## config.mk

```make
export PLATFORM = sky130hd
export DESIGN_NAME = mwl_match_learner
export DESIGN_NICKNAME = d
export VERILOG_FILES = /design/src/rtl/mwl_pkg.sv /design/src/rtl/mwl_rand_perm.sv /design/src/rtl/mwl_weight.sv /design/src/rtl/mwl_match_learner.sv
export SDC_FILE = /design/constraint.sdc
export NUM_CORES = 1
export LEC_CHECK = 0
export ABC_AREA = 1
export ABC_CLOCK_PERIOD_IN_PS = 24900
export BUFFER_PORTS_ARGS = -buffer_cell sky130_fd_sc_hd__buf_2
export CORE_MARGIN = 4
export CORE_UTILIZATION = 50
export CTS_CLUSTER_SIZE = 8
export DETAILED_ROUTE_END_ITERATION = 6
export GPL_TIMING_DRIVEN = 1
export MAX_ROUTING_LAYER = met4
export PLACE_DENSITY_LB_ADDON = 0.2
export SYNTH_ARGS = -nofsm -noshare
export SYNTH_HDL_FRONTEND = slang
export SYNTH_SLANG_ARGS = --single-unit
```

## constraint.sdc

```tcl
create_clock -name clk -period 24.9 [get_ports clk]
set_input_delay 3.735 -clock clk [delete_from_list [all_inputs] [get_ports clk]]
set_output_delay 3.735 -clock clk [all_outputs]
set_load 0.005 [all_outputs]
```

## src/rtl/mwl_pkg.sv

```systemverilog
package mwl_pkg;
  typedef enum logic {ST_IDLE, ST_EVAL} mwl_state_e;
  localparam int LFSR_W = 16;
  localparam logic [LFSR_W-1:0] LFSR_TAPS = 16'hB400;
endpackage

```

## src/rtl/mwl_rand_perm.sv

```systemverilog
module mwl_rand_perm #(
  parameter int N = 4,
  parameter int IDXW = 2,
  parameter logic [15:0] SEED = 16'hACE1
) (
  input  logic              clk,
  input  logic              rst_n,
  input  logic              adv_i,
  output logic [N*IDXW-1:0] perm_o
);
  import mwl_pkg::*;
  localparam logic [LFSR_W-1:0] PICK_MASK = LFSR_W'((1 << (IDXW + 1)) - 1);

  logic [LFSR_W-1:0] lfsr_q, lfsr_d;
  logic [IDXW-1:0]   p [N];

  // next state of the Galois shift register
  always_comb begin
    lfsr_d = lfsr_q;
    if (adv_i) begin
      lfsr_d = (lfsr_q >> 1) ^ (lfsr_q[0] ? LFSR_TAPS : '0);
    end
  end

  always_ff @(posedge clk or negedge rst_n) begin
    if (!rst_n) begin
      lfsr_q <= SEED;
    end else begin
      lfsr_q <= lfsr_d;
    end
  end

  // identity shuffled by descending transpositions
  always_comb begin
    logic [IDXW-1:0]   tmp;
    logic [LFSR_W-1:0] rot;
    int                sh;
    int                j;
    for (int i = 0; i < N; i++) begin
      p[i] = IDXW'(i);
    end
    for (int s = N - 1; s >= 1; s--) begin
      sh     = (s * 5) % LFSR_W;
      rot    = (lfsr_q >> sh) | (lfsr_q << (LFSR_W - sh));
      j      = int'(rot & PICK_MASK) % (s + 1);
      tmp    = p[s];
      p[s]   = p[j];
      p[j]   = tmp;
    end
  end

  always_comb begin
    for (int i = 0; i < N; i++) begin
      perm_o[i*IDXW +: IDXW] = p[i];
    end
  end

  // the random candidate is always a permutation
  logic [N-1:0] rp_seen;
  always_comb begin
    rp_seen = '0;
    for (int i = 0; i < N; i++) begin
      rp_seen[perm_o[i*IDXW +: IDXW]] = 1'b1;
    end
  end

  a_r8_rand_is_perm: assert property (@(posedge clk) disable iff (!rst_n)
    $countones(rp_seen) == N);
  a_r8_lfsr_nonzero: assert property (@(posedge clk) disable iff (!rst_n)
    lfsr_q != '0);
endmodule

```

## src/rtl/mwl_weight.sv

```systemverilog
module mwl_weight #(
  parameter int N = 4,
  parameter int IDXW = 2,
  parameter int WBITS = 4,
  parameter int SUMW = 6
) (
  input  logic [N*IDXW-1:0]    perm_i,
  input  logic [N*N*WBITS-1:0] qlen_i,
  output logic [SUMW-1:0]      weight_o
);
  always_comb begin
    logic [SUMW-1:0] acc;
    int              col;
    acc = '0;
    for (int i = 0; i < N; i++) begin
      col = int'(perm_i[i*IDXW +: IDXW]);
      acc = acc + SUMW'(qlen_i[(i*N + col)*WBITS +: WBITS]);
    end
    weight_o = acc;
  end
endmodule

```

## src/rtl/mwl_match_learner.sv

```systemverilog
module mwl_match_learner #(
  parameter int N = 4,
  parameter int WBITS = 4,
  parameter int NNB = N - 1,
  parameter logic [15:0] SEED = 16'hACE1,
  localparam int IDXW = (N > 1) ? $clog2(N) : 1,
  localparam int SUMW = WBITS + $clog2(N)
) (
  input  logic                 clk,
  input  logic                 rst_n,
  input  logic                 slot_i,
  input  logic [N*N*WBITS-1:0] qlen_i,
  output logic [N*IDXW-1:0]    match_o,
  output logic [SUMW-1:0]      weight_o,
  output logic                 valid_o
);
  import mwl_pkg::*;

  localparam int NC  = NNB + 2;
  localparam int CIW = $clog2(NC);

  mwl_state_e           state_q, state_d;
  logic [N*N*WBITS-1:0] qlen_q, qlen_d;
  logic [N*IDXW-1:0]    rnd_q, rnd_d;
  logic [N*IDXW-1:0]    match_q, match_d;
  logic [SUMW-1:0]      weight_q, weight_d;
  logic                 valid_q, valid_d;
  logic                 accept;
  logic [N*IDXW-1:0]    rnd_perm;
  logic [N*IDXW-1:0]    cand   [NC];
  logic [SUMW-1:0]      cand_w [NC];
  logic [CIW-1:0]       best_sel;

  assign accept = slot_i && (state_q == ST_IDLE);

  mwl_rand_perm #(.N(N), .IDXW(IDXW), .SEED(SEED)) i_rand (
    .clk    (clk),
    .rst_n  (rst_n),
    .adv_i  (accept),
    .perm_o (rnd_perm)
  );

  // candidate 0: stored matching; last: random permutation
  assign cand[0]    = match_q;
  assign cand[NC-1] = rnd_q;

  for (genvar k = 0; k < NNB; k++) begin : g_nb
    localparam int KA = k;
    localparam int KB = (k + 1) % N;
    logic [N*IDXW-1:0] nb_perm;
    always_comb begin
      nb_perm = match_q;
      nb_perm[KA*IDXW +: IDXW] = match_q[KB*IDXW +: IDXW];
      nb_perm[KB*IDXW +: IDXW] = match_q[KA*IDXW +: IDXW];
    end
    assign cand[k+1] = nb_perm;
  end

  for (genvar c = 0; c < NC; c++) begin : g_wt
    mwl_weight #(.N(N), .IDXW(IDXW), .WBITS(WBITS), .SUMW(SUMW)) i_wt (
      .perm_i   (cand[c]),
      .qlen_i   (qlen_q),
      .weight_o (cand_w[c])
    );
  end

  // strict comparison: earlier candidate wins on ties
  always_comb begin
    best_sel = '0;
    for (int c = 1; c < NC; c++) begin
      if (cand_w[c] > cand_w[best_sel]) begin
        best_sel = CIW'(c);
      end
    end
  end

  always_comb begin
    state_d  = state_q;
    qlen_d   = qlen_q;
    rnd_d    = rnd_q;
    match_d  = match_q;
    weight_d = weight_q;
    valid_d  = 1'b0;
    case (state_q)
      ST_IDLE: begin
        if (accept) begin
          qlen_d  = qlen_i;
          rnd_d   = rnd_perm;
          state_d = ST_EVAL;
        end
      end
      ST_EVAL: begin
        match_d  = cand[best_sel];
        weight_d = cand_w[best_sel];
        valid_d  = 1'b1;
        state_d  = ST_IDLE;
      end
      default: state_d = ST_IDLE;
    endcase
  end

  always_ff @(posedge clk or negedge rst_n) begin
    if (!rst_n) begin
      state_q  <= ST_IDLE;
      qlen_q   <= '0;
      valid_q  <= 1'b0;
      weight_q <= '0;
      for (int i = 0; i < N; i++) begin
        rnd_q[i*IDXW +: IDXW]   <= IDXW'(i);
        match_q[i*IDXW +: IDXW] <= IDXW'(i);
      end
    end else begin
      state_q  <= state_d;
      qlen_q   <= qlen_d;
      rnd_q    <= rnd_d;
      match_q  <= match_d;
      weight_q <= weight_d;
      valid_q  <= valid_d;
    end
  end

  assign match_o  = match_q;
  assign weight_o = weight_q;
  assign valid_o  = valid_q;

  // assertions
  logic [N-1:0] seen;
  always_comb begin
    seen = '0;
    for (int i = 0; i < N; i++) begin
      seen[match_q[i*IDXW +: IDXW]] = 1'b1;
    end
  end

  a_r4_match_is_perm: assert property (@(posedge clk) disable iff (!rst_n)
    $countones(seen) == N);

  a_r2_single_pulse: assert property (@(posedge clk) disable iff (!rst_n)
    valid_q |=> !valid_q);

  a_r2_eval_then_valid: assert property (@(posedge clk) disable iff (!rst_n)
    (state_q == ST_EVAL) |=> valid_q);

  a_r5_no_drop: assert property (@(posedge clk) disable iff (!rst_n)
    (state_q == ST_EVAL) |=> (weight_q >= $past(cand_w[0])));

  for (genvar k = 0; k < NNB; k++) begin : g_nb_chk
    a_r6_beats_neighbour: assert property (@(posedge clk) disable iff (!rst_n)
      (state_q == ST_EVAL) |=> (weight_q >= $past(cand_w[k+1])));
  end

  a_r10_hold: assert property (@(posedge clk) disable iff (!rst_n)
    !valid_q |-> ($stable(match_q) && $stable(weight_q)));
endmodule

```

# Word level (Yosys, flattened, before mapping)
# Index checks and enable logic that the tools add are counted.
[op_classes] add_sub_neg=25 div_mod_pow=1 order_cmp=14 shifts=14 muxes=40 bitwise_logic=13 reduce_logical=5
[op_table] cell="indexed part select 64 x 32 -> 4 bit" n=11
[op_table] cell="indexed part select 64 x 5 -> 4 bit" n=3
[op_table] cell="greater-or-equal comparator 32 x 3 -> 1 bit, second input constant" n=3
[op_table] cell="less-than comparator 32 x 1 -> 1 bit, second input constant" n=3
[op_table] cell="binary-select mux 6 bit (select 3 bit)" n=4
[op_table] cell="adder 6 x 4 -> 6 bit" n=9
[op_table] cell="2-to-1 mux 6 bit" n=8
[op_table] cell="adder 4 x 2 -> 5 bit, first input constant" n=7
[op_table] cell="remainder unit 4 x 3 -> 32 bit, second input constant" n=1
[op_table] cell="inverter 1 -> 32 bit" n=1
[op_table] cell="inverter 2 -> 32 bit" n=1
[op_table] cell="inverter 32 bit" n=1
[op_table] cell="binary-select mux 8 bit (select 3 bit)" n=1
[op_table] cell="> comparator 6 bit" n=4
[op_table] cell="adder 4 x 4 -> 5 bit" n=4
[op_table] cell="2-to-1 mux 2 bit" n=9
[op_table] cell="adder 3 x 2 -> 4 bit, first input constant" n=4
[op_table] cell="bitwise mux 8 bit" n=2
[op_table] cell="greater-or-equal comparator 4 bit, second input constant" n=4
[op_table] cell="2-to-1 mux 16 bit" n=1
[op_table] cell="2-to-1 mux 8 bit" n=2
[op_table] cell="inverter 3 -> 4 bit" n=4
[op_table] cell="bitwise XOR 15 x 16 -> 16 bit" n=1
[op_table] cell="binary-select mux 2 bit (select 2 bit)" n=3
[op_table] cell="12 further kinds" n=21
[word_totals] register_bits=104 inputBits=67 elab_cells=119

# Depth between registers and ports, before layout
# Gate-level depths: netlist (run 1).
[depth] word_depth=29 ltp_mapped=60 depth_no_buf=56

# Cells and area by module
# A second synthesis (run 1) with hierarchy kept.
[unflattened] cells_unflattened=1536 area_unflattened_um2=10092.2
[modules_own_cells] module="mwl_match_learner" n_inst=1 cells_each=611 area_per_inst_um2=4703.3 seq_area_each_um2=2212.1
[modules_own_cells] module="mwl_weight (g_wt[1].i_wt ...)" n_inst=4 cells_each=158 area_per_inst_um2=889.6 seq_area_each_um2=0.0
[modules_own_cells] module="mwl_rand_perm" n_inst=1 cells_each=123 area_per_inst_um2=925.9 seq_area_each_um2=410.4
[modules_own_cells] module="mwl_weight (g_wt[0].i_wt)" n_inst=1 cells_each=170 area_per_inst_um2=904.6 seq_area_each_um2=0.0

# Worst setup path before layout (run 1)
# No wires, ideal clock.
[synth_timing] path_kind="flip-flop to flip-flop" from="register (tool-made name)" to="register (tool-made name)" t_arrival_ns=8.429 t_required_ns=24.776 setup_slack_ns=16.347 path_stages_with_launch=58 n_path_buf=5 period_less_slack_ns=8.553 cell_sequence="dfstp_2 -> inv_1 -> clkbuf_1 -> clkbuf_1 -> nor2_1 -> o22ai_1 -> ha_1 -> fa_1 -> xor2_1 -> inv_1 -> fa_1 -> inv_1 -> fa_1 -> xor2_1 -> inv_1 -> ha_1 -> a21oi_1 -> nor2_1 -> [22 not listed] -> buf_2 -> a21oi_1 -> o21ai_0 -> nand2_1 -> ha_1 -> inv_1 -> nor2_1 -> o21ai_0 -> o211ai_1 -> nand2_2 -> inv_1 -> nor2_1 -> inv_1 -> nand2_1 -> o21ai_1 -> o21ai_2 -> nand2_1 -> a21boi_1"

==> PnR_summary.wiki, run 1 <==
{| class="wikitable"
! Metric !! Value
|-
| Die outline height || ~140 um
|-
| Horiz. Die Dim || 138 um
|-
| Core area || ~17,000 um2
|-
| Vias in the first global route || 7,798
|-
| Hold buffer count at CTS || 0
|-
| Initial cell density of the core || between 50 and 60%
|-
| Setup Crit Path Kind || flop to flop
|-
| Unrepaired setup endpoints after global routing || false
|-
| R2r worst-path depth || 52
|-
| Data required time of the worst path || 25,160 ps
|-
| Total wire length after detailed routing || 24,600 um
|-
| Final number of hold-violating endpoints || 0
|-
| Die Footprint || 19,100 um2
|-
| Layout Skew || 15.2 ps
|-
| Number of DRC violations after detailed-routing iteration 0 || around 770
|-
| Total I/O pin count || between 80 and 90
|-
| Routed vias/inst || 5.70
|-
| Cell at the root of the clock tree || sky130_fd_sc_hd__clkbuf_16
|-
| Cell with the biggest individual delay on the critical path || sky130_fd_sc_hd__dfstp_2
|-
| Number of violations of the max-capacitance limit || 0
|-
| Max H-tree Level || 3
|-
| Buffers inserted by post-CTS timing repair || 0
|-
| Global routing usage summed across all routing layers || between 20 and 30%
|-
| Number of nets with antenna violations after detailed routing || 0
|-
| Dominant synthesized flop cell || sky130_fd_sc_hd__dfrtp_1
|-
| Register area share after synthesis || between 30% and 40%
|-
| Number of distinct standard cells referenced by the synthesized netlist || 39
|-
| P&R area growth vs syn || 9.36%
|-
| Number of synthesized register bits || 104
|-
| Kind of end point of the critical path || flop
|-
| Total number of vias || about 8,300
|-
| Final period utilization || 42.7%
|-
| Layout Nets || 1,383
|-
| Port Buffers || slightly above 80
|-
| Routed length per placed instance || ~17 um
|-
| Cts repair resizes || 0
|-
| Final total negative setup slack || 0 ps
|-
| Share of final-layout standard cells stronger than drive strength 1 || approximately 11%
|-
| Kind of start point of the critical path || flop
|-
| Final weighted congestion of routability-driven global placement || a little under 1
|-
| Crit Path Max Fanout || 29
|-
| Slowest Stage Delay on Critical Path || 810 ps
|-
| Min-delay worst type || flop to flop
|-
| DRC violation count after routing || 0
|-
| Ys Warns || 0
|-
| Synthesized area || 8490 um2
|-
| Syn Nets || about 1,300
|-
| Min Clock Period, post-route || roughly 11,000 ps
|-
| Half-perimeter wire length of the detailed placement result || around 19,000 um
|-
| TritonCTS clock tree || done
|-
| CTS clock-pin slew for the worst setup and hold paths || approximately 80 ps
|-
| Peak clock frequency supported by timing || 94.0 MHz
|-
| Standard-cell row count || 47
|-
| Final setup violation count || 0
|-
| Result of the run || finished clean
|-
| Grt total ovfl || 0
|-
| Sinks on Clock Net || 104
|-
| Slew of the pin with the lowest slew margin || 1060 ps
|-
| Number of synthesized flops with an enable pin || 0
|-
| Pin count of the biggest net entering global routing || 87
|-
| Number of buffers on the longest clock path || 2
|-
| Avg Cell Area, Syn || just over 7 um2
|-
| Drt pass-1 iters || 6
|-
| Post-synthesis async set-or-reset flop share || 100%
|-
| Initial antenna violation count || 1
|-
| Insertion delay to the later sink of the worst-skew pair || roughly 360 ps
|-
| Instance count of the mapped netlist || ~1,200
|-
| Num CTS Buffers || 9
|-
| Headroom to the max-slew limit || roughly 30%
|-
| Arrival time at the worst endpoint || 10,890 ps
|-
| Minimum setup slack among reg-to-reg paths || 14,260 ps
|-
| Count of pins over their slew limit || 0
|-
| Wire length of the first global-routing pass || 40,600 um
|}
-- sequential cells by signal (all words and copies together), names as in the netlist, named ones only --
| signal | cells |
|---|---|
| qlen_q | 64 |
| i_rand.lfsr_q | 16 |
| rnd_q | 8 |
| weight_o | 6 |
| state_q | 1 |
| valid_o | 1 |
-- cell usage in the layout (no fill, tap or decap), drive strengths merged, types with 6 or more instances in the layout --
cell      n
o22ai    34
xor2     16
o211ai    9
nand2   317
nor2     92
o21bai    7
o21ai   176
dfrtp    88
fa       29
ha       61
nand3    48
inv     124
a22oi     6
dfstp    16
buf      84
clkbuf   10
a21oi    79
-- cell families (layout without fill, tap and decap cells) --
kind of cell             after synthesis  in the layout  synth area share, %
AO/OA/AOI/OAI                        331            331                 21.4
XOR/XNOR                              21             21                 2.17
adder cells (fa/ha/maj)               90             90                 15.8
buffers and inverters                172            222                 7.81
flip-flops                           104            104                 30.9
other                                  1              2               0.0442
AND/OR/NAND/NOR                      462            462                 21.9
-- per-stage QoR --
step                worst slack (ps)  utilization, %  cell area (um2)  cells  hold slack, ps
floorplan                      16350               -             8490   1181             412
global placement               14910            54.2             8990   1435             462
detailed placement             14470            54.2             8990   1435             461
CTS                            14400            55.9             9280   1451             480
global route                   13310            56.0             9280   1452             512
finish                         14260            56.0             9280   1452             477
-- layer usage --
metal	share of wire, %	routed length, um	track usage (%)
met3	7.8	1930	4.52
met1	45	11000	36.9
met2	45	11000	40.9
met4	2.6	648	8.63
met5	0	0	-
-- critical path, delay by kind of cell (launching register included) --
kind                     cells  cell delay [ps]
flip-flops                   1              810
XOR/XNOR                     1              290
buffers and inverters        8             1440
AO/OA/AOI/OAI               18             2500
AND/OR/NAND/NOR             17             2690
adder cells (fa/ha/maj)      8             2740
-- Yosys cell counts, types with 5 or more instances --
| cell type | instances | share of area, % |
|---|---|---|
| sky130_fd_sc_hd__ha_1 | 61 | 9.0 |
| sky130_fd_sc_hd__dfrtp_1 | 88 | 26 |
| sky130_fd_sc_hd__a22oi_1 | 6 | 0.53 |
| sky130_fd_sc_hd__nand3_1 | 45 | 2.7 |
| sky130_fd_sc_hd__xor2_1 | 16 | 1.7 |
| sky130_fd_sc_hd__o21bai_1 | 7 | 0.62 |
| sky130_fd_sc_hd__nand2_2 | 5 | 0.37 |
| sky130_fd_sc_hd__xnor2_1 | 5 | 0.52 |
| sky130_fd_sc_hd__clkbuf_1 | 46 | 2.0 |
| sky130_fd_sc_hd__o22ai_1 | 34 | 2.5 |
| sky130_fd_sc_hd__a21oi_1 | 79 | 4.7 |
| sky130_fd_sc_hd__inv_1 | 120 | 5.3 |
| sky130_fd_sc_hd__dfstp_2 | 16 | 5.0 |
| sky130_fd_sc_hd__o21ai_0 | 173 | 10 |
| sky130_fd_sc_hd__nand2_1 | 310 | 14 |
| sky130_fd_sc_hd__fa_1 | 29 | 6.8 |
| sky130_fd_sc_hd__a31oi_1 | 5 | 0.37 |
| sky130_fd_sc_hd__nor2_1 | 91 | 4.0 |
| sky130_fd_sc_hd__o211ai_1 | 9 | 0.80 |
-- final cells by class --
cell class / count / area (um2)
diodes: 1 / 2.50
clock buffers: 10 / 239
clock inverters: 6 / 50.0
fillers: 1624 / 7300
inverters: 122 / 458
multi-input cells: 905 / 5200
flip-flops and latches: 104 / 2620
well taps: 220 / 275
repair buffers: 84 / 430
-- worst min-delay path by stage --
stage | to | cells after the start | from
floorplan | valid_o$_DFF_PN0_ | 0 | state_q$_DFF_PN0_
global placement | weight_o[4]$_DFFE_PN0P_ | 2 | weight_o[4]$_DFFE_PN0P_
detailed placement | weight_o[4]$_DFFE_PN0P_ | 2 | weight_o[4]$_DFFE_PN0P_
CTS | weight_o[4]$_DFFE_PN0P_ | 2 | weight_o[4]$_DFFE_PN0P_
global route | i_rand.lfsr_q[9]$_DFFE_PN0P_ | 2 | i_rand.lfsr_q[9]$_DFFE_PN0P_
finish | weight_o[4]$_DFFE_PN0P_ | 2 | weight_o[4]$_DFFE_PN0P_
Power of run 1 is not shown: default switching activity piles up to over one toggle a cycle in this logic, so the estimate is an artifact.
==> inputs of run 2 (changes only) <==
--- a/config.mk
+++ b/config.mk
@@ -6,7 +6,7 @@
 export NUM_CORES = 1
 export LEC_CHECK = 0
 export ABC_AREA = 1
-export ABC_CLOCK_PERIOD_IN_PS = 24900
+export ABC_CLOCK_PERIOD_IN_PS = 10200
 export BUFFER_PORTS_ARGS = -buffer_cell sky130_fd_sc_hd__buf_2
 export CORE_MARGIN = 4
 export CORE_UTILIZATION = 50
==> constraint.sdc (replaced) <==
create_clock -name clk -period 10.2 [get_ports clk]
set_input_delay 1.53 -clock clk [delete_from_list [all_inputs] [get_ports clk]]
set_output_delay 1.53 -clock clk [all_outputs]
set_load 0.005 [all_outputs]
==> run 2 against run 1 <==
  * First-iteration DRC count grew 12%
  * Register-to-register slack lost 13000 ps
  * Largest cell class unchanged
  * Global-route usage grew 0.34 points
  * Utilization grew 1.1 points
  * Hold slack gained 6.0 ps
  * Die area is the same
  * Non-clock buffer count grew 20
  * Via count grew 0.89%
  * Sequential share of layout area shrank 0.55 points
  * Cell count grew 1.3%
  * Final area grew 2.0%
  * Clock skew is essentially flat
==> PnR_summary.wiki, run 2 (synthesis results as in run 1) <==
{| class="wikitable"
! Metric !! Value
|-
| Global routing usage summed across all routing layers || 27.2% (+0.34 points)
|-
| R2r worst-path depth || 51 (-1.9%)
|-
| Worst hold stages || 2 (unchanged)
|-
| Die Footprint || 19,100 um2 (unchanged)
|-
| Pin count of the biggest net entering global routing || 105 (+21%)
|-
| Top Registers || qlen_q x64, i_rand.lfsr_q x16, rnd_q x8
|-
| Headroom to the max-slew limit || 34.3% (+4.9 points)
|-
| Hold buffer count at CTS || 0 (unchanged)
|-
| Drt pass-1 iters || 6 (unchanged)
|-
| Crit Path Max Fanout || 27 (-6.9%)
|-
| Ant. Diodes || 0 (-1)
|-
| Routed length per placed instance || 17.1 um (+0.97%)
|-
| Cell with the biggest individual delay on the critical path || sky130_fd_sc_hd__dfstp_2
|-
| Initial cell density of the core || 51.2% (unchanged)
|-
| Count of pins over their slew limit || 0 (unchanged)
|-
| Data required time of the worst path || 10,450 ps (-14,710 ps)
|-
| P&R area growth vs syn || 11.6%
|-
| Slew of the pin with the lowest slew margin || 985 ps (-73.2 ps)
|-
| Kind of end point of the critical path || flop
|-
| Vias in the first global route || 7,827 (+0.37%)
|-
| Kind of start point of the critical path || flop
|-
| Initial antenna violation count || 0 (-1)
|-
| Path length in cells of the critical path || 51 (-1.9%)
|-
| Final number of hold-violating endpoints || 0 (unchanged)
|-
| Final non-filler cell total || 1,471 (+1.3%)
|-
| Die outline height || 138 um (unchanged)
|-
| Wire length of the first global-routing pass || 41,200 um (+1.4%)
|-
| Cell count after placement || 1,444 (+0.63%)
|-
| Number of DRC violations after detailed-routing iteration 0 || 863 (+12%)
|-
| Core area || 16,600 um2 (unchanged)
|-
| Layout Nets || 1,403 (+1.4%)
|-
| Total number of vias || 8,353 (+0.89%)
|-
| Half-perimeter wire length of the detailed placement result || 19,200 um (+2.3%)
|-
| Critical path buffers and inverters || 6 (-2)
|-
| Total I/O pin count || 82 (unchanged)
|-
| Num CTS Buffers || 9 (unchanged)
|-
| Port Buffers || 81 (unchanged)
|-
| Slowest Stage Delay on Critical Path || 560 ps (-250 ps)
|-
| Final period utilization || 91.9% (+49 points)
|-
| Horiz. Die Dim || 138 um (unchanged)
|-
| Minimum setup slack among reg-to-reg paths || 830 ps (-13,440 ps)
|-
| Kind of cell adding the most delay to the critical path || adder cells
|-
| Number of nets with antenna violations after detailed routing || 0 (unchanged)
|-
| Grt total ovfl || 0 (unchanged)
|-
| Leading cell type in the layout, fill and taps excluded || sky130_fd_sc_hd__nand2_1
|-
| Sinks on Clock Net || 104 (unchanged)
|-
| Peak clock frequency supported by timing || 107 MHz (+13%)
|-
| Layout filler cell count || 1,631 (+0.43%)
|-
| Cell at the root of the clock tree || sky130_fd_sc_hd__clkbuf_16
|-
| Min-delay worst type || flop to flop
|-
| Min Clock Period, post-route || 9370 ps (-1260 ps)
|-
| Largest register FFs || 64 (unchanged)
|-
| Total wire length after detailed routing || 25,200 um (+2.3%)
|-
| Max H-tree Level || 3 (unchanged)
|-
| CTS clock-pin slew for the worst setup and hold paths || 90 ps (about the same)
|-
| Share of final-layout standard cells stronger than drive strength 1 || 12.6% (+1.9 points)
|-
| Number of buffers on the longest clock path || 2 (unchanged)
|-
| Final weighted congestion of routability-driven global placement || 0.959 (-2.3%)
|-
| Result of the run || finished clean
|-
| Insertion delay to the later sink of the worst-skew pair || 370 ps (about the same)
|-
| Number of violations of the max-capacitance limit || 0 (unchanged)
|-
| TritonCTS clock tree || done
|-
| DRC violation count after routing || 0 (unchanged)
|-
| Final setup violation count || 0 (unchanged)
|-
| Standard-cell row count || 47 (unchanged)
|-
| Routed vias/inst || 5.68 (-0.41%)
|-
| Layout Skew || 15.4 ps (+0.191 ps)
|-
| Top register by number of flip-flops || qlen_q
|-
| Setup Crit Path Kind || flop to flop
|-
| Arrival time at the worst endpoint || 9630 ps (-1260 ps)
|-
| Top library cells by usage in the layout, fill and taps aside || sky130_fd_sc_hd__nand2_1, sky130_fd_sc_hd__o21ai_0, sky130_fd_sc_hd__inv_1
|}
run 2: layout make-up:
cell class	count	area, um2	area share (%)
Clock buffer	9	225	2.38
Tap cell	220	275	2.91
Multi-Input combinational cell	905	5210	55.1
Inverter	122	465	4.91
Clock inverter	7	86.3	0.912
Sequential cell	104	2620	27.7
Timing Repair Buffer	104	581	6.13
run 2: metrics by stage:
step                      utilization, %  TNS, ps  hold slack (ps)  cell area (um2)  setup WS [ps]
after global routing                57.1    -3.55              524             9470          -3.55
after floorplan                        -        0              412             8490           1650
after detailed placement            54.6        0              471             9060            514
final                               57.1        0              483             9470            825
after CTS                           56.5        0              491             9370            471
after global placement              54.6        0              451             9060            786
run 2: routing by layer:
layer  global-route usage (%)  part of all wire [%]  vias to the layer above
li1                         -                     -                     4058
met1                     37.3                    44                     3851
met2                     41.0                    45                      373
met3                     3.63                   7.6                       71
met4                     11.2                   3.6                        0
met5                        -                     0                        -
run 2: worst paths after layout:
kind	from	end
max in group asynchronous	rst_n	weight_o[2]$_DFFE_PN0P_
hold reg to reg	weight_o[2]$_DFFE_PN0P_	weight_o[2]$_DFFE_PN0P_
setup / recovery	flop	flop
hold / removal	weight_o[2]$_DFFE_PN0P_	weight_o[2]$_DFFE_PN0P_
min in group asynchronous	rst_n	qlen_q[7]$_DFFE_PN0P_
setup reg to reg	flop	flop
run 2: worst register-to-register path: cells and delay by family (launching register included):
| family | cells | cell delay [ps] |
|---|---|---|
| AOI/OAI and AO/OA | 16 | 2150 |
| adders and majority gates | 9 | 3040 |
| buffers and inverters | 6 | 820 |
| DFF | 1 | 560 |
| and+or+nand+nor | 20 | 2720 |
run 2: timing repair:
item | 4_1_cts | 5_1_grt
gates resized for setup | 0 | 6
setup endpoints to repair | 0 | 14
setup buffers | 0 | 11
Power of run 2 is left out for the same reason.
